## config.mk

```make
export PLATFORM = sky130hd
export DESIGN_NAME = burst_refresh_ctrl
export DESIGN_NICKNAME = d
export VERILOG_FILES = /design/src/rtl/rfsh_pkg.sv /design/src/rtl/rfsh_edge.sv /design/src/rtl/rfsh_rowcnt.sv /design/src/rtl/rfsh_arbiter.sv /design/src/rtl/burst_refresh_ctrl.sv
export SDC_FILE = /design/constraint.sdc
export NUM_CORES = 1
export LEC_CHECK = 0
export BUFFER_PORTS_ARGS = -buffer_cell sky130_fd_sc_hd__buf_4
export CELL_PAD_IN_SITES_DETAIL_PLACEMENT = 1
export CELL_PAD_IN_SITES_GLOBAL_PLACEMENT = 1
export CORE_UTILIZATION = 35
export CTS_CLUSTER_DIAMETER = 50
export DETAILED_ROUTE_END_ITERATION = 10
export HOLD_SLACK_MARGIN = 0.02
export PLACE_DENSITY_LB_ADDON = 0.1
export SYNTH_ARGS = -nofsm -noshare
export SYNTH_HDL_FRONTEND = slang
export SYNTH_HIERARCHICAL = 1
export SYNTH_SLANG_ARGS = --single-unit
```

## constraint.sdc

```tcl
create_clock -name clk -period 1.9 [get_ports clk]
set_input_delay 0.095 -clock clk [delete_from_list [all_inputs] [get_ports clk]]
set_output_delay 0.095 -clock clk [all_outputs]
set_load 0.02 [all_outputs]
```

## src/rtl/rfsh_pkg.sv

```systemverilog
package rfsh_pkg;
  parameter int unsigned RF_POS_W   = 3;
  parameter int unsigned RF_BURST_W = 6;
endpackage

```

## src/rtl/rfsh_edge.sv

```systemverilog
module rfsh_edge (
  input  logic clk,
  input  logic rst,
  input  logic lvl_i,
  output logic rise_o
);
  logic lvl_q;

  always_ff @(posedge clk) begin
    if (rst) lvl_q <= 1'b0;
    else     lvl_q <= lvl_i;
  end

  assign rise_o = lvl_i & ~lvl_q;
endmodule

```

## src/rtl/rfsh_rowcnt.sv

```systemverilog
module rfsh_rowcnt #(
  parameter int unsigned POS_W   = 3,
  parameter int unsigned BURST_W = 6,
  localparam int unsigned ROW_W  = POS_W + BURST_W
) (
  input  logic             clk,
  input  logic             rst,
  input  logic             step_i,
  output logic             last_o,
  output logic [ROW_W-1:0] row_o
);
  logic [POS_W-1:0]   pos_q;
  logic [BURST_W-1:0] burst_q;

  assign last_o = &pos_q;
  assign row_o  = {burst_q, pos_q};

  // inner counter: position inside the burst
  always_ff @(posedge clk) begin
    if (rst)         pos_q <= '0;
    else if (step_i) pos_q <= pos_q + 1'b1;
  end

  // outer counter: advances on the inner wrap
  always_ff @(posedge clk) begin
    if (rst)                   burst_q <= '0;
    else if (step_i && last_o) burst_q <= burst_q + 1'b1;
  end
endmodule

```

## src/rtl/rfsh_arbiter.sv

```systemverilog
module rfsh_arbiter (
  input  logic clk,
  input  logic rst,
  input  logic tick_rise_i,
  input  logic slow_rise_i,
  input  logic slow_lvl_i,
  input  logic grant_n_i,
  input  logic burst_last_i,
  output logic req_o,
  output logic active_o,
  output logic ras_o,
  output logic step_o
);
  logic req_d, act_d;

  assign step_o = active_o & slow_rise_i;

  always_comb begin
    req_d = req_o;
    act_d = active_o;
    if (!req_o && !active_o && tick_rise_i) req_d = 1'b1;
    if (req_o && slow_rise_i && !grant_n_i) begin
      req_d = 1'b0;
      act_d = 1'b1;
    end
    if (active_o && slow_rise_i && burst_last_i) act_d = 1'b0;
  end

  always_ff @(posedge clk) begin
    if (rst) begin
      req_o    <= 1'b0;
      active_o <= 1'b0;
      ras_o    <= 1'b0;
    end else begin
      req_o    <= req_d;
      active_o <= act_d;
      ras_o    <= act_d & ~slow_lvl_i;
    end
  end
endmodule

```

## src/rtl/burst_refresh_ctrl.sv

```systemverilog
module burst_refresh_ctrl #(
  parameter int unsigned POS_W   = rfsh_pkg::RF_POS_W,
  parameter int unsigned BURST_W = rfsh_pkg::RF_BURST_W,
  localparam int unsigned ROW_W  = POS_W + BURST_W
) (
  input  logic             clk,
  input  logic             rst,
  input  logic             tick_in,
  input  logic             slow_clk,
  input  logic             bus_grant_n,
  output logic             bus_req_n,
  output logic             bus_ack_n,
  output logic             refresh_active,
  output logic             refresh_ras,
  output logic [ROW_W-1:0] refresh_row
);
  logic tick_rise, slow_rise, req, step, last;

  rfsh_edge u_tick_edge (.clk(clk), .rst(rst), .lvl_i(tick_in),  .rise_o(tick_rise));
  rfsh_edge u_slow_edge (.clk(clk), .rst(rst), .lvl_i(slow_clk), .rise_o(slow_rise));

  rfsh_arbiter u_arb (
    .clk(clk), .rst(rst), .tick_rise_i(tick_rise), .slow_rise_i(slow_rise),
    .slow_lvl_i(slow_clk), .grant_n_i(bus_grant_n), .burst_last_i(last),
    .req_o(req), .active_o(refresh_active), .ras_o(refresh_ras), .step_o(step)
  );

  rfsh_rowcnt #(.POS_W(POS_W), .BURST_W(BURST_W)) u_row (
    .clk(clk), .rst(rst), .step_i(step), .last_o(last), .row_o(refresh_row)
  );

  assign bus_req_n = ~req;
  assign bus_ack_n = ~refresh_active;
endmodule

```

==> metrics.yaml, run 1 <==
run_status: "completed"
antenna_cells: 0
cp-end-kind: "register"
yosys_warnings: 6
synth_cells: 64
leakage_nw: 0.353
worst_vdd_ir_mv: 0.427
fin_skew_ns: 0.00209
vias: 496
final_nets: 93
layout_worst_path_cycle_share: 0.894
maxSlewViolCount: 0
worstPathRequired_ns: 2.11
route.antenna.remaining_nets: 0
netlist_top_cells_area: "sky130_fd_sc_hd__dfxtp_1, sky130_fd_sc_hd__nor2b_4, sky130_fd_sc_hd__ha_1"
ys.flop_type: "sky130_fd_sc_hd__dfxtp_1"
synth_area_leader_cell: "sky130_fd_sc_hd__dfxtp_1"
drt-total-wl_um: 1190
dr.pass1.iters: 4
arrival_ns: 1.91
crit_fanout: 7
area.growth.synth_to_final_pct: 29.0
detailedPlacementHpwl_um: 927
worst_pin_slew_ns: 0.330
number_of_antenna_violations_at_the_first_check_in_global_routing: 0
reg2reg_slack_ns: 0.37
yosysUniqueCellTypes: 19
hold_slack_ns: 0.0487
rsz0062_at_grt: "false"
share_comb_of_total_power: 0.080
crit-reg2reg-capture: "u_row/burst_q[5]"
grt_first_pass_wirelength_um: 2150
cts_root_buf: "sky130_fd_sc_hd__clkbuf_4"
tns_ns: 0
critPathLaunch: "slow_clk"
grt_util_all_layers: 0.153
num-fill-cells: 193
row_count: 14
pin_count: 18
layout_min_cycle_time_ns: 1.70
startpoint_type_of_the_worst_setup_path: "input pin"
fp.coreArea_mm2: 0.00158
synth.net_count: 72
synth_sequential_area_ratio: 0.454
postSynthRegisterBits: 14
cts.path.max_buffers: 2
avgViaCountPerCell: 4.96
grt-ovfl-total: 0
tritoncts.num_buffers: 3
first_global_vias: 490
synth.avg_cell_area_um2: 9.64
start_util: 0.391
worst_setup_hold_path_clk_slew_ns: 0.09
worstSetupEndpoint: "u_row/burst_q[5]"
pre_cts_ws_ns: 0.364
hold_viol: 0
post_route_cells_drive_above_1_share: 0.321
port_buffers: 17
power_frac_seq: 0.542
clockPowerShare: 0.378
crit_type: "input pin to register"
leading_cell_type_by_number_of_instances_after_synthesis: "sky130_fd_sc_hd__dfxtp_1"
post-synth-top-area-fraction: 0.454
p_sw_frac: 0.218
place.gp.congestion: 0.669
synthesis.area_um2: 617
power_report.internal_total_w: 0.000439
reg2reg_from: "u_slow_edge/lvl_q"
synth.cells.most_frequent: "sky130_fd_sc_hd__dfxtp_1, sky130_fd_sc_hd__nor2_1, sky130_fd_sc_hd__a21oi_1"
worst-r2r-cell-count: 5
fmaxAchievable_mhz: 589
width_of_the_die_um: 44.0
clk_latency_ns: 0.27
maxSlewHeadroom: 0.780
switching_power_w: 0.000122
holdCritPathClass: "input pin to register"
post_drt_wl_per_cell_um: 11.9
async_flop_share: 0
postLayoutSetupSlackWorst_ns: 0.202
setup_viol: 0
drv_cap: 0
synth_enable_flop_cells: 0
die-area_mm2: 0.00193
drt_iter0_markers: 6
largest_net_degree_at_the_start_of_global_routing: 15
detail_route.drc_violations: 0
htree_levels: 1
tritoncts: "built"
cts_resized: 0
total_number_of_clock_tree_sinks: 14
die_height_um: 44.0
power.density_mw_per_mm2: 705
==> worst min-delay path by stage <==
stage | startpoint | endpoint | slack [ns] | depth (start not counted)
2_1_floorplan | rst | u_slow_edge/lvl_q | 0.16 | 1
3_3_place_gp | slow_clk | u_arb/ras_o | 0.29 | 2
3_5_place_dp | slow_clk | u_arb/ras_o | 0.28 | 2
4_1_cts | tick_in | u_tick_edge/lvl_q | 0.04 | 2
5_1_grt | tick_in | u_tick_edge/lvl_q | 0.03 | 2
6_report | tick_in | u_tick_edge/lvl_q | 0.05 | 2
==> through the flow <==
stage	util	area, um2	power, W	std cells
final	0.505	796	0.000561	100
after global placement	0.475	749	0.000354	95
after detailed placement	0.475	749	0.000355	95
after global routing	0.505	796	0.000591	100
after floorplan	-	617	0.000335	64
after CTS	0.505	796	0.000572	100
==> logic make-up (layout without fill, tap and decap cells) <==
| kind of cell | after synthesis | after routing | share of synthesized area |
|---|---|---|---|
| simple gates | 26 | 26 | 0.280 |
| flops | 14 | 14 | 0.454 |
| mux | 2 | 2 | 0.0325 |
| buf+inv | 6 | 26 | 0.0487 |
| fa+ha+maj | 3 | 3 | 0.0609 |
| compound gates | 10 | 10 | 0.0811 |
| xor+xnor | 3 | 3 | 0.0426 |
==> critical path: stages <==
cell                            delay (ns)
sky130_fd_sc_hd__dlygate4sd3_1        0.53
sky130_fd_sc_hd__buf_4                0.12
sky130_fd_sc_hd__nor2b_4              0.15
sky130_fd_sc_hd__and2_1               0.33
sky130_fd_sc_hd__nand4_2              0.16
sky130_fd_sc_hd__or3_1                0.37
sky130_fd_sc_hd__a21oi_1              0.14
==> layout by cell type (no fill, tap or decap), drive strengths merged <==
master       synthesis  final
buf                  1     17
dfxtp               14     14
nor2                 7      7
a21oi                6      6
nand2                5      5
inv                  4      4
o21ai                4      4
nor2b                4      4
clkbuf               1      4
nand3                3      3
or3                  3      3
ha                   3      3
xnor2                2      2
mux2i                2      2
dlygate4sd3          0      1
and2                 1      1
nor4bb               1      1
nor3                 1      1
nand4                1      1
xor2                 1      1
==> power groups by stage <==
stage,clock network [W],logic (W),registers [W]
4_1_cts,0.000222,0.0000457,0.000304
2_1_floorplan,0,0.0000239,0.000311
3_3_place_gp,0,0.0000433,0.000311
6_report,0.000212,0.0000450,0.000304
3_5_place_dp,0,0.0000440,0.000311
5_1_grt,0.000236,0.0000496,0.000305
==> per-layer routing <==
layer	GRT usage	wire, um
met5	0	0
met4	0.109	10
met3	0.0250	54
met2	0.239	570
met1	0.189	557
==> sequential cells by signal, summed over array words and instances, names as in the netlist <==
signal,flops
u_tick_edge/lvl_q,1
u_row/burst_q,6
u_arb/active_o,1
u_slow_edge/lvl_q,1
u_row/pos_q,3
u_arb/ras_o,1
u_arb/req_o,1
==> cell type report <==
| type | instances | area [um2] | area share |
|---|---|---|---|
| flip-flops and latches | 14 | 280 | 0.352 |
| clock buffers | 4 | 36.3 | 0.0456 |
| multi-input cells | 44 | 307 | 0.385 |
| repair buffers | 18 | 138 | 0.173 |
| inverters | 4 | 15.0 | 0.0189 |
| well taps | 16 | 20.0 | 0.0252 |
==> what timing repair did <==
item                      4_1_cts  5_1_grt
buffers inserted                0        0
hold buffers                    1        0
hold endpoints to repair        1        0
Power figures use the tool's default switching activity.
==> run 2: changes to the inputs <==
--- a/config.mk
+++ b/config.mk
@@ -5,10 +5,12 @@
 export SDC_FILE = /design/constraint.sdc
 export NUM_CORES = 1
 export LEC_CHECK = 0
+export ABC_AREA = 1
 export BUFFER_PORTS_ARGS = -buffer_cell sky130_fd_sc_hd__buf_4
 export CELL_PAD_IN_SITES_DETAIL_PLACEMENT = 1
 export CELL_PAD_IN_SITES_GLOBAL_PLACEMENT = 1
-export CORE_UTILIZATION = 35
+export CORE_ASPECT_RATIO = 1.4
+export CORE_UTILIZATION = 33
 export CTS_CLUSTER_DIAMETER = 50
 export DETAILED_ROUTE_END_ITERATION = 10
 export HOLD_SLACK_MARGIN = 0.02
==> run 2 against run 1 <==
Net effect:
- area after synthesis decreased by 2.6%
- core utilization down 1.1 points
- worst setup slack better by 0.14 ns
- wire length rose by 12%
- cell area is 1.6% higher
- critical path depth up 4
- worst hold slack worse by 0.0067 ns
- clock power grew 2%
- critical path type unchanged
- critical endpoint unchanged
==> metrics.yaml, run 2 <==
arrival_ns: 1.73
cts_root_buf: "sky130_fd_sc_hd__clkbuf_4"
dr.pass1.iters: 4
post_route_cells_drive_above_1_share: 0.248
yosysUniqueCellTypes: 12
die_height_um: 52.5
synth_compound_gate_area_share: 0.0833
tns_ns: 0
postSynthRegisterBits: 14
holdCritPathClass: "input pin to register"
worst_pin_slew_ns: 0.226
synth.avg_cell_area_um2: 7.32
start_util: 0.367
hold_viol: 0
leakage_nw: 0.402
number_of_antenna_violations_at_the_first_check_in_global_routing: 0
rsz0062_at_grt: "false"
maxSlewHeadroom: 0.849
synth_area_leader_cell: "sky130_fd_sc_hd__dfxtp_1"
pre_cts_ws_ns: 0.576
layoutNonFillerInstCount: 124
worst_setup_hold_path_clk_slew_ns: 0.08
fp.coreArea_mm2: 0.00164
postLayoutSetupSlackWorst_ns: 0.345
worst-r2r-cell-count: 8
fin_skew_ns: 0.00521
place.detailed.instances: 118
async_flop_share: 0
synth.cells.most_frequent: "sky130_fd_sc_hd__nor2_1, sky130_fd_sc_hd__dfxtp_1, sky130_fd_sc_hd__inv_1"
netlist_top_cells_area: "sky130_fd_sc_hd__dfxtp_1, sky130_fd_sc_hd__nor2_1, sky130_fd_sc_hd__inv_1"
post_synth_fa_ha_maj_area_fraction: 0.0625
synth_sequential_area_ratio: 0.467
synthSimpleGateAreaFrac: 0.285
crit-reg2reg-capture: "u_row/burst_q[5]"
ys.flop_type: "sky130_fd_sc_hd__dfxtp_1"
worstPathRequired_ns: 2.08
reg2reg_slack_ns: 0.54
die-area_mm2: 0.00200
row_count: 17
antenna_cells: 0
run_status: "completed"
maxSlewViolCount: 0
place.gp.congestion: 0.715
final_nets: 114
grt-ovfl-total: 0
layout.cells.most_common: "sky130_fd_sc_hd__nor2_1"
worst_vdd_ir_mv: 0.312
reg_top3: "u_row/burst_q x6, u_row/pos_q x3"
fmaxAchievable_mhz: 643
width_of_the_die_um: 38.1
tritoncts.num_buffers: 3
avgViaCountPerCell: 4.62
largest_register_ff_count: 6
drv_cap: 0
synthesis.area_um2: 601
route.antenna.remaining_nets: 0
post_drt_wl_per_cell_um: 10.8
leading_cell_type_by_number_of_instances_after_synthesis: "sky130_fd_sc_hd__nor2_1"
startpoint_type_of_the_worst_setup_path: "input pin"
mostFrequentLayoutCells: "sky130_fd_sc_hd__nor2_1, sky130_fd_sc_hd__buf_4, sky130_fd_sc_hd__inv_1, sky130_fd_sc_hd__dfxtp_1, sky130_fd_sc_hd__nand2_1"
pin_count: 18
power.density_mw_per_mm2: 705
synth.net_count: 90
tritoncts: "built"
detail_route.drc_violations: 0
layout_worst_path_cycle_share: 0.818
finalCoreUtilization: 0.494
vias: 573
cp-end-kind: "register"
main_combinational_cell_family_by_area_after_synthesis: "simple AND/OR/NAND/NOR gates"
port_buffers: 17
grt_first_pass_wirelength_um: 2130
synthXorXnorAreaFrac: 0.0146
clk_latency_ns: 0.28
drt-total-wl_um: 1340
crit_fanout: 7
post-synth-top-area-fraction: 0.467
largest_net_degree_at_the_start_of_global_routing: 9
crit_type: "input pin to register"
largest-register: "u_row/burst_q"
drt_iter0_markers: 3
htree_levels: 1
layout_min_cycle_time_ns: 1.55
cts.path.max_buffers: 2
setup_viol: 0
synth_cells: 82
synth_mux_area_frac: 0
first_global_vias: 503
worstSetupEndpoint: "u_row/burst_q[5]"
post_cts_buffers: 0
total_number_of_clock_tree_sinks: 14
synth_enable_flop_cells: 0
detailedPlacementHpwl_um: 1020
area.growth.synth_to_final_pct: 34.6
grt_util_all_layers: 0.155
yosys_warnings: 6
critPathLaunch: "slow_clk"
reg2reg_from: "u_slow_edge/lvl_q"
==> run 2: how the worst min path moves through the flow <==
stage | startpoint | endpoint | slack, ns | depth (start not counted)
6_report | tick_in | u_tick_edge/lvl_q | 0.04 | 3
5_1_grt | tick_in | u_tick_edge/lvl_q | 0.03 | 3
4_1_cts | tick_in | u_tick_edge/lvl_q | 0.03 | 3
3_5_place_dp | slow_clk | u_arb/ras_o | 0.28 | 2
3_3_place_gp | slow_clk | u_arb/ras_o | 0.27 | 2
2_1_floorplan | slow_clk | u_arb/ras_o | 0.16 | 1
==> run 2: repair_timing <==
| action | in CTS | in global routing |
|---|---|---|
| gates resized for setup | 0 | 0 |
| hold buffers | 2 | 0 |
| endpoints found under the hold margin | 4 | 0 |
==> run 2: through the flow <==
stage / power [W] / hold slack [ns] / cell area, um2
5_1_grt: 0.000601 / 0.0286 / 808
4_1_cts: 0.000584 / 0.0272 / 808
6_report: 0.000570 / 0.0420 / 808
3_5_place_dp: 0.000358 / 0.278 / 752
3_3_place_gp: 0.000357 / 0.267 / 752
2_1_floorplan: 0.000337 / 0.162 / 601
==> run 2: power by group <==
group	switching, W	internal [W]
clock network	0.0000995	0.000116
registers	0.00000448	0.000300
logic	0.0000269	0.0000225
total	0.000131	0.000439
==> run 2: logic make-up (layout without fill, tap and decap cells) <==
| kind of cell | Yosys count | count (layout) |
|---|---|---|
| compound gates | 10 | 10 |
| xor+xnor | 1 | 1 |
| fa+ha+maj | 3 | 3 |
| buf+inv | 14 | 37 |
| flops | 14 | 14 |
| simple gates | 40 | 40 |
==> run 2: metal layers <==
| metal | wire [um] | vias up | global-route usage |
|---|---|---|---|
| met5 | 0 | - | 0 |
| met1 | 571 | 264 | 0.184 |
| met2 | 713 | 10 | 0.246 |
| met3 | 33 | 2 | 0.0255 |
| met4 | 20 | 0 | 0.107 |
| li1 | - | 297 | - |
==> run 2: critical path, cell delays in order <==
cell and delay (ns):
sky130_fd_sc_hd__dlygate4sd3_1 0.53, sky130_fd_sc_hd__buf_4 0.11, sky130_fd_sc_hd__inv_1 0.05, sky130_fd_sc_hd__nor2_1 0.19
sky130_fd_sc_hd__nand2_1 0.08, sky130_fd_sc_hd__inv_1 0.20, sky130_fd_sc_hd__nand2_2 0.13, sky130_fd_sc_hd__nor2_1 0.17
sky130_fd_sc_hd__nand3_1 0.08, sky130_fd_sc_hd__nand2_1 0.06, sky130_fd_sc_hd__nor2_1 0.04
==> run 2: area by class of cell <==
class,instances,area (um2)
tap,19,23.8
timing repair buffer,19,148
clock buffer,4,36.3
multi-input combinational,54,268
fill,216,830
inverter,14,52.6
sequential,14,280
==> run 3: changes to the inputs <==
==> constraint.sdc (replaced) <==
create_clock -name clk -period 1.55 [get_ports clk]
set_input_delay 0.0775 -clock clk [delete_from_list [all_inputs] [get_ports clk]]
set_output_delay 0.0775 -clock clk [all_outputs]
set_load 0.02 [all_outputs]
==> run 3 against run 2 <==
Net effect:
- critical path type unchanged
- largest power group unchanged
- die area did not move
- sequential power up 23%
- total power is 24% higher
- worst setup slack got worse by 0.11 ns
- combinational power is 34% higher
- sequential cell count did not move
- count of clock-buffer cells in the layout did not move
- cell area rose by 3.1%
==> metrics.yaml, run 3 (synthesized netlist as in run 2, its figures left out) <==
run_status: "completed"
drt-total-wl_um: 1460
maxSlewViolCount: 0
grt-ovfl-total: 0
hold_viol: 0
setup_viol: 0
route.antenna.remaining_nets: 0
cp-end-kind: "register"
startpoint_type_of_the_worst_setup_path: "input pin"
port_buffers: 17
worstPathRequired_ns: 1.73
worst_pin_slew_ns: 0.244
fp.coreArea_mm2: 0.00164
mostFrequentLayoutCells: "sky130_fd_sc_hd__nor2_1, sky130_fd_sc_hd__buf_4, sky130_fd_sc_hd__inv_1, sky130_fd_sc_hd__dfxtp_1, sky130_fd_sc_hd__nand2_1"
sequential_cell_area_um2: 280
avgViaCountPerCell: 4.61
layout_worst_path_cycle_share: 0.847
crit_type: "input pin to register"
postLayoutCellArea_um2: 833
num-fill-cells: 208
maxSlewHeadroom: 0.837
area.growth.synth_to_final_pct: 38.7
worst_setup_hold_path_clk_slew_ns: 0.09
grt_first_pass_wirelength_um: 2320
dr.pass1.iters: 2
cp_slowest_stage_delay_ns: 0.53
drt_iter0_markers: 1
timing.critical_path.slowest_stage_cell: "sky130_fd_sc_hd__dlygate4sd3_1"
arrival_ns: 1.49
die-area_mm2: 0.00200
leakage_nw: 0.418
fin_skew_ns: 0.00338
hold_slack_ns: 0.119
place.gp.congestion: 0.741
tritoncts: "built"
width_of_the_die_um: 38.1
start_util: 0.367
largest_register_ff_count: 6
post_drt_wl_per_cell_um: 11.5
cts_root_buf: "sky130_fd_sc_hd__clkbuf_4"
die_height_um: 52.5
detailedPlacementHpwl_um: 1120
fmaxAchievable_mhz: 762
worstPathCellList: "dlygate4sd3_1 > buf_4 > inv_1 > nor2_1 > nand2_1 > inv_1 > nand2_2 > nor2_1 > nand3_1 > nand2_1 > nor2_1"
tns_ns: 0
detail_route.drc_violations: 0
cts.path.max_buffers: 2
total_number_of_clock_tree_sinks: 14
grt_util_all_layers: 0.169
htree_levels: 1
worst_vdd_ir_mv: 0.493
layout.cells.most_common: "sky130_fd_sc_hd__nor2_1"
first_global_vias: 600
post_route_cells_drive_above_1_share: 0.259
number_of_antenna_violations_at_the_first_check_in_global_routing: 0
post_cts_buffers: 0
drv_cap: 0
crit_fanout: 5
multiInputGateArea_um2: 268
power.density_mw_per_mm2: 849
largest-register: "u_row/burst_q"
pin_count: 18
row_count: 17
vias: 585
rsz0062_at_grt: "false"
clk_latency_ns: 0.28
most_numerous_cell_on_the_critical_path: "sky130_fd_sc_hd__nor2_1"
largest_net_degree_at_the_start_of_global_routing: 9
final_nets: 117
tritoncts.num_buffers: 3
dpl-instance-area_um2: 767
antenna_cells: 0
holdCritPathClass: "input pin to register"
layout_min_cycle_time_ns: 1.31
reg_top3: "u_row/burst_q x6, u_row/pos_q x3"
## run 3: cell count changes in the layout (fill, tap and decap cells not counted)
cell                            previous run  this run
sky130_fd_sc_hd__buf_4                    17        19
sky130_fd_sc_hd__dlygate4sd3_1             2         3
## run 3: repair_timing
item,in CTS,in global routing
endpoints found under the hold margin,4,0
resized for setup,0,0
hold buffers,3,0
## run 3: layer usage
layer  wire (um)  GRT usage  share of wire  up-vias
li1            -          -              -      303
met1         604      0.178           0.41      270
met2         805      0.288           0.55       10
met3          35     0.0255          0.024        2
met4          16      0.125          0.011        0
met5           0          0              0        -
## run 3: worst paths after layout
kind                            to  depth (start not counted)  slack (ns)              from
setup / recovery  u_row/burst_q[5]                         11        0.24          slow_clk
hold reg to reg   u_row/burst_q[5]                          2        0.52  u_row/burst_q[5]
setup reg to reg  u_row/burst_q[5]                          7        0.24    u_row/pos_q[0]
hold / removal         u_arb/req_o                          5        0.12       bus_grant_n
## run 3: worst max-delay path: cells and delay by family
family | cells | cell delay (ns)
buffers and inverters | 4 | 0.79
and+or+nand+nor | 7 | 0.62
## run 3: through the flow
step | power [W] | util | setup slack, ns | instances
after floorplan | 0.000413 | - | 0.217 | 82
after global placement | 0.000441 | 0.468 | 0.297 | 120
after detailed placement | 0.000443 | 0.468 | 0.241 | 120
after CTS | 0.000722 | 0.509 | 0.218 | 127
after global routing | 0.000745 | 0.509 | 0.0828 | 127
final | 0.000707 | 0.509 | 0.237 | 127
## run 3: area by class of cell
class,instances,share of cell area
repair buffers,22,0.207
inverters,14,0.0631
flip-flops and latches,14,0.336
multi-input cells,54,0.321
well taps,19,0.0285
clock buffers,4,0.0435
## run 3: power breakdown
group	internal (W)	switching [W]	total, W
Sequential	0.000368	0.00000590	0.000374
Clock	0.000143	0.000125	0.000268
Combinational	0.0000317	0.0000346	0.0000664
Total	0.000542	0.000165	0.000707
